File: src/rtl/swreg_mdio_pkg.sv
package swreg_mdio_pkg;

    localparam int HALF_W     = 16;
    localparam int WORD_W     = 2 * HALF_W;
    localparam int PRE_BITS   = 32;
    localparam int FRAME_BITS = 64;
    localparam int TA_IDX     = 46;
    localparam int DATA_IDX   = 48;

    localparam logic [4:0] PAGE_PHY  = 5'h18;
    localparam logic [4:0] DATA_PHY  = 5'h10;
    localparam logic [4:0] PAGE_REG  = 5'h00;
    localparam logic [1:0] OP_WRITE  = 2'b01;
    localparam logic [1:0] OP_READ   = 2'b10;

    typedef enum logic [2:0] {
        SQ_IDLE,
        SQ_PAGE,
        SQ_LO,
        SQ_HI,
        SQ_ACK
    } seq_state_e;

    typedef struct packed {
        logic              rd;
        logic [4:0]        phy;
        logic [4:0]        regad;
        logic [HALF_W-1:0] data;
    } mdio_frame_t;

    function automatic logic [FRAME_BITS-1:0] frame_bits(input mdio_frame_t f);
        logic [1:0] op;
        logic [1:0] ta;
        op = f.rd ? OP_READ : OP_WRITE;
        ta = f.rd ? 2'b11 : 2'b10;
        return {{PRE_BITS{1'b1}}, 2'b01, op, f.phy, f.regad, ta,
                f.rd ? {HALF_W{1'b0}} : f.data};
    endfunction

endpackage

File: src/rtl/mdc_divider.sv
module mdc_divider #(
    parameter int MDC_HALF = 10
) (
    input  logic clk,
    input  logic rst,
    input  logic run,
    output logic mdc,
    output logic rise_evt,
    output logic fall_evt
);
    localparam int CNT_W = $clog2(MDC_HALF + 1);
    localparam logic [CNT_W-1:0] LAST = CNT_W'(MDC_HALF - 1);

    logic [CNT_W-1:0] cnt;
    logic             wrap;

    assign wrap     = run && (cnt == LAST);
    assign rise_evt = wrap && !mdc;
    assign fall_evt = wrap && mdc;

    always_ff @(posedge clk) begin
        if (rst) begin
            cnt <= '0;
            mdc <= 1'b0;
        end else if (wrap) begin
            cnt <= '0;
            mdc <= ~mdc;
        end else if (run) begin
            cnt <= cnt + 1'b1;
        end else begin
            cnt <= '0;
            mdc <= 1'b0;
        end
    end
endmodule

File: src/rtl/mdio_frame_engine.sv
module mdio_frame_engine
    import swreg_mdio_pkg::*;
(
    input  logic              clk,
    input  logic              rst,
    input  logic              start,
    input  mdio_frame_t       frame,
    input  logic              rise_evt,
    input  logic              fall_evt,
    input  logic              mdio_i,
    output logic              busy,
    output logic              done,
    output logic              mdio_o,
    output logic              mdio_oe,
    output logic [HALF_W-1:0] rd_half
);
    localparam logic [5:0] LAST_IDX = 6'(FRAME_BITS - 1);

    logic [FRAME_BITS-1:0] shreg;
    logic [5:0]            idx;
    logic                  rd_q;
    logic                  released;

    assign released = rd_q && (idx >= 6'(TA_IDX));
    assign done     = busy && fall_evt && (idx == LAST_IDX);
    assign mdio_o   = shreg[FRAME_BITS-1];
    assign mdio_oe  = busy && !released;

    always_ff @(posedge clk) begin
        if (rst) begin
            busy    <= 1'b0;
            shreg   <= '0;
            idx     <= '0;
            rd_q    <= 1'b0;
            rd_half <= '0;
        end else if (!busy) begin
            if (start) begin
                busy  <= 1'b1;
                shreg <= frame_bits(frame);
                idx   <= '0;
                rd_q  <= frame.rd;
            end
        end else begin
            if (rise_evt && rd_q && (idx >= 6'(DATA_IDX)))
                rd_half <= {rd_half[HALF_W-2:0], mdio_i};
            if (fall_evt) begin
                if (idx == LAST_IDX) begin
                    busy <= 1'b0;
                end else begin
                    idx   <= idx + 1'b1;
                    shreg <= {shreg[FRAME_BITS-2:0], 1'b0};
                end
            end
        end
    end
endmodule

File: src/rtl/access_sequencer.sv
module access_sequencer
    import swreg_mdio_pkg::*;
#(
    parameter int ADDR_W = 19
) (
    input  logic              clk,
    input  logic              rst,
    input  logic              req,
    input  logic              we,
    input  logic [ADDR_W-1:2] addr,
    input  logic [WORD_W-1:0] wdata,
    input  logic              done,
    input  logic [HALF_W-1:0] rd_half,
    output logic              launch,
    output mdio_frame_t       frame,
    output logic              ack,
    output logic [WORD_W-1:0] rdata,
    output seq_state_e        st,
    output logic [ADDR_W-1:2] addr_q
);
    logic              we_q;
    logic [WORD_W-1:0] wdata_q;
    logic [4:0]        data_phy;

    assign data_phy = DATA_PHY | {2'b00, addr_q[8:6]};
    assign ack      = (st == SQ_ACK);

    always_comb begin
        frame = '{rd: 1'b0, phy: PAGE_PHY, regad: PAGE_REG,
                  data: HALF_W'(addr_q[ADDR_W-1:9])};
        case (st)
            SQ_LO: frame = '{rd: !we_q, phy: data_phy,
                             regad: {addr_q[5:2], 1'b0},
                             data: wdata_q[HALF_W-1:0]};
            SQ_HI: frame = '{rd: !we_q, phy: data_phy,
                             regad: {addr_q[5:2], 1'b1},
                             data: wdata_q[WORD_W-1:HALF_W]};
            default: ;
        endcase
    end

    always_ff @(posedge clk) begin
        if (rst) begin
            st      <= SQ_IDLE;
            launch  <= 1'b0;
            we_q    <= 1'b0;
            addr_q  <= '0;
            wdata_q <= '0;
            rdata   <= '0;
        end else begin
            launch <= 1'b0;
            case (st)
                SQ_IDLE: if (req) begin
                    we_q    <= we;
                    addr_q  <= addr;
                    wdata_q <= wdata;
                    st      <= SQ_PAGE;
                    launch  <= 1'b1;
                end
                SQ_PAGE: if (done) begin
                    st     <= SQ_LO;
                    launch <= 1'b1;
                end
                SQ_LO: if (done) begin
                    if (!we_q) rdata[HALF_W-1:0] <= rd_half;
                    st     <= SQ_HI;
                    launch <= 1'b1;
                end
                SQ_HI: if (done) begin
                    if (!we_q) rdata[WORD_W-1:HALF_W] <= rd_half;
                    st <= SQ_ACK;
                end
                default: st <= SQ_IDLE;
            endcase
        end
    end
endmodule

File: src/rtl/swreg_mdio_bridge.sv
module swreg_mdio_bridge
    import swreg_mdio_pkg::*;
#(
    parameter int MDC_HALF = 10,
    parameter int ADDR_W   = 19
) (
    input  logic              clk,
    input  logic              rst,
    input  logic              req,
    input  logic              we,
    input  logic [ADDR_W-1:0] addr,
    input  logic [31:0]       wdata,
    output logic [31:0]       rdata,
    output logic              ack,
    output logic              mdc,
    input  logic              mdio_i,
    output logic              mdio_o,
    output logic              mdio_oe
);
    logic              launch;
    mdio_frame_t       frame;
    seq_state_e        seq_st;
    logic [ADDR_W-1:2] seq_addr_q;
    logic              eng_busy;
    logic              eng_done;
    logic [HALF_W-1:0] rd_half;
    logic              rise_evt;
    logic              fall_evt;
    logic              unused_addr_lsb;

    assign unused_addr_lsb = ^addr[1:0];

    access_sequencer #(.ADDR_W(ADDR_W)) u_seq (
        .clk     (clk),
        .rst     (rst),
        .req     (req),
        .we      (we),
        .addr    (addr[ADDR_W-1:2]),
        .wdata   (wdata),
        .done    (eng_done),
        .rd_half (rd_half),
        .launch  (launch),
        .frame   (frame),
        .ack     (ack),
        .rdata   (rdata),
        .st      (seq_st),
        .addr_q  (seq_addr_q)
    );

    mdio_frame_engine u_eng (
        .clk      (clk),
        .rst      (rst),
        .start    (launch),
        .frame    (frame),
        .rise_evt (rise_evt),
        .fall_evt (fall_evt),
        .mdio_i   (mdio_i),
        .busy     (eng_busy),
        .done     (eng_done),
        .mdio_o   (mdio_o),
        .mdio_oe  (mdio_oe),
        .rd_half  (rd_half)
    );

    mdc_divider #(.MDC_HALF(MDC_HALF)) u_div (
        .clk      (clk),
        .rst      (rst),
        .run      (eng_busy),
        .mdc      (mdc),
        .rise_evt (rise_evt),
        .fall_evt (fall_evt)
    );
endmodule

File: config.mk
export PLATFORM = sky130hd
export DESIGN_NAME = swreg_mdio_bridge
export DESIGN_NICKNAME = d
export VERILOG_FILES = /design/src/rtl/swreg_mdio_pkg.sv /design/src/rtl/mdc_divider.sv /design/src/rtl/mdio_frame_engine.sv /design/src/rtl/access_sequencer.sv /design/src/rtl/swreg_mdio_bridge.sv
export SDC_FILE = /design/constraint.sdc
export NUM_CORES = 1
export LEC_CHECK = 0
export ABC_AREA = 1
export BUFFER_PORTS_ARGS = -buffer_cell sky130_fd_sc_hd__buf_4
export CORE_ASPECT_RATIO = 0.5
export CORE_MARGIN = 2
export CORE_UTILIZATION = 50
export CTS_CLUSTER_DIAMETER = 120
export DETAILED_ROUTE_END_ITERATION = 7
export GPL_TIMING_DRIVEN = 0
export PLACE_DENSITY = 0.7
export SLEW_MARGIN = 0
export SYNTH_ARGS = -nofsm -noshare
export SYNTH_HDL_FRONTEND = slang
export SYNTH_HIERARCHICAL = 1
export SYNTH_SLANG_ARGS = --single-unit
File: constraint.sdc
create_clock -name clk -period 2.7 [get_ports clk]
set_input_delay 0.405 -clock clk [delete_from_list [all_inputs] [get_ports clk]]
set_output_delay 0.405 -clock clk [all_outputs]
set_load 0.05 [all_outputs]
==> key figures <==
Route
  • DRT iter0 DRCs: 443
  • Vias: 6492
  • DRT antenna net count: 0
  • WL per Instance: 13.57 um
  • # DRC: 0
  • Number of detailed-route iterations in the first pass: 4
  • DR vias/cell: 5.076
  • WL final: 17360 um

Synthesis
  • Post-synth top area cell: dfxtp_1
  • Yosys warns: 6
  • Avg Cell Area, Syn: 7.440 um2
  • Yosys cell types: 35
  • Leading post-synthesis cells by cell area: dfxtp_1 50%, nor2_1 13%, o21ai_0 12%, nand2_1 4.7%, inv_1 4.4%
  • Netlist Area Pre-Place: 7187 um2
  • Synthesized Nets: 1026
  • #FFs+latches synth: 179
  • Post-synth top area share: 49.86%
  • Sequential area share after synthesis: 49.86%
  • Gate count of the mapped netlist: 966

STA
  • Final Worst Setup Slack: 0.3105 ns
  • Hold Violations, Final: 0
  • Min Tclk post-route: 2.389 ns
  • Slew @ Worst Pin: 0.5989 ns
  • Slew Limit Fails: 0
  • Slew headroom: 60.07%
  • Tcrit/Tclk final: 88.50%
  • Final setup fails: 0
  • Fmax: 418.5 MHz
  • RSZ-0062 raised after global routing: false
  • Total Neg Setup Slack: 0 ns
  • Final Skew: 0.01671 ns

Die
  • Initial core utilization: 52.17%
  • Area of the die: 15410 um2
  • Site row count: 30
  • Die height: 88.78 um
  • Core area: 13780 um2
  • Ports: 92
  • Chip width: 173.6 um

Global route
  • GRT overflow: 0
  • Grt met1 use: 32.13%
  • Grt met3 use: 4.124%
  • Pin count of the biggest net entering global routing: 19
  • Global routing's busiest layer: met2
  • First-pass GRT wire length: 28670 um
  • Initial antenna violation count: 0
  • Vias in the first global route: 6020
  • GRT Total Usage: 23.24%
  • GR Util met2: 38.47%

Cells and area
  • Ant. Diodes: 0
  • Layout overhead on the synthesized area: 20.61%
  • Most used cells in the layout excluding fill and tap cells: 248 x nor2_1, 179 x dfxtp_1, 178 x o21ai_0
  • Final nets: 1134
  • Commonest non-fill, non-tap cell in the layout: nor2_1
  • Layout cells sized above 1: 16.01%
  • Fillers: 1255
  • Fin area: 8668 um2

Placement
  • Detailed placer's ending HPWL: 12500 um
  • I/O Buffers: 89
  • Placed Area: 8095 um2
  • Pre-CTS setup slack: 0.1449 ns
  • Placer Congestion: 0.8438

Status
  • Status: completed

Setup path
  • CP endpoint kind: flip-flop
  • Worst-path maximum fanout: 10
  • Crit-path max cell delay: 0.38 ns
  • WS Path Type: flip-flop to flip-flop
  • Startpoint Class: flip-flop
  • Critical Path AT: 2.71 ns
  • CP Data Required Time: 3.02 ns
  • Critical path cell sequence: ha_1 -> nand2_1 -> nor2_2 -> nand2_1 -> nor2_1 -> nand2_1 -> nor2_2 -> inv_1 -> nor2_1 -> nand2_2 -> clkbuf_1 -> o21ai_0 -> nor2_1
  • Worst-path cell with the longest stage delay: dfxtp_1

Power and ir drop
  • Static leakage: 0.003792 uW
  • Peak supply drop: 492.7 uV
  • Pwr Density: 672.9 nW/um2

Clock tree
  • Hold_buf cts: 0
  • Clock sink count: 179
  • CTS tree: done
  • CTS Buf Count: 17
  • CTS Root Cell: clkbuf_16
  • H-tree Lvls: 4
  • Latest clock arrival within the worst-skew pair: 0.42 ns
  • Clock buffer depth: 2
  • Clock transition at path regs: 0.08 ns

Hold path
  • Hold Path Class: input pin to flip-flop

Run
  • Maxcap violations: 0
==> flip-flops by register name, summed over array words and instances, names as in the netlist <==
| signal | count |
|---|---|
| u_eng/shreg | 64 |
| u_seq/rdata | 32 |
| u_seq/wdata_q | 32 |
| u_seq/addr_q | 17 |
| u_eng/rd_half | 16 |
| u_eng/idx | 6 |
| u_div/cnt | 4 |
| u_seq/st | 3 |
| u_div/mdc | 1 |
| u_eng/busy | 1 |
| u_eng/rd_q | 1 |
| u_seq/launch | 1 |
| u_seq/we_q | 1 |
==> worst max-delay path: cells and delay by family (launching register included) <==
family,cells,cell delay [ns]
AO/OA/AOI/OAI,1,0.25
adder cells (fa/ha/maj),1,0.22
AND/OR/NAND/NOR,9,1.07
flip-flops,1,0.38
buffers and inverters,2,0.37
==> cells in the mapped netlist <==
master	instances
nand2_4	2
a31oi_1	1
or2_0	1
o22ai_1	6
nor2_2	1
inv_2	7
nand2_1	90
o21bai_4	1
a21oi_2	2
dfxtp_1	179
buf_2	16
nor3_4	2
nand2_2	2
inv_1	84
buf_6	6
clkbuf_1	29
clkbuf_2	1
o21ai_1	2
a21oi_1	60
buf_4	6
o21ai_0	178
nor2_1	249
buf_1	1
nand4_1	3
o221ai_1	11
nor3_1	2
conb_1	1
xor2_1	1
nand3b_2	1
nor2_4	2
nand3b_1	1
nand3_2	3
xnor2_1	1
nand3_1	10
ha_1	4
==> final cells by class <==
cell class	instances	area, um2	share of cell area (%)
tap	192	240.2	2.771
sequential	179	3583	41.34
clock buffer	18	429.2	4.951
multi-input combinational	637	2954	34.08
buffer	58	306.5	3.536
clock inverter	14	137.6	1.588
timing repair buffer	90	675.6	7.794
inverter	91	341.6	3.941
==> metrics by stage <==
stage,cells,hold WS [ns],utilization (%),power [uW]
floorplan,966,0.4237,-,3323
global placement,1247,0.4336,58.76,3509
detailed placement,1247,0.4392,58.76,3531
CTS,1279,0.2265,62.88,5875
global route,1279,0.2602,62.92,6095
finish,1279,0.2332,62.92,5833
==> cells by family after synthesis <==
family	count (synthesis)	synth area share, %
adder cells (fa/ha/maj)	4	0.6964
AND/OR/NAND/NOR	369	20.91
buffers and inverters	150	9.070
AO/OA/AOI/OAI	261	19.17
XOR/XNOR	2	0.2438
flip-flops	179	49.86
other	1	0.05218
==> final timing paths <==
path / cells past startpoint / slack [ns] / end / from
setup / recovery: 13 / 0.31 / u_seq/rdata[25] / u_div/cnt[0]
hold / removal: 3 / 0.23 / u_eng/rd_half[0] / mdio_i
setup reg to reg: 13 / 0.31 / u_seq/rdata[25] / u_div/cnt[0]
hold reg to reg: 2 / 0.44 / u_seq/addr_q[14] / u_seq/addr_q[14]
==> per-layer routing <==
metal	vias to the layer above	part of all wire (%)
li1	3321	-
met5	-	0
met2	134	45
met1	3028	50
met4	0	0.44
met3	9	4.7
==> power by group <==
group	internal (uW)	switching, uW	total, uW
registers	2810	73.9	2880
clock network	1230	1130	2350
logic	223	373	596
total	4260	1570	5830
==> timing repair <==
action / 4_1_cts / 5_1_grt
buffers inserted: 0 / 1
setup endpoints to repair: 0 / 26
resized for setup: 0 / 1
Note: power is estimated with default switching activity, not from simulation.
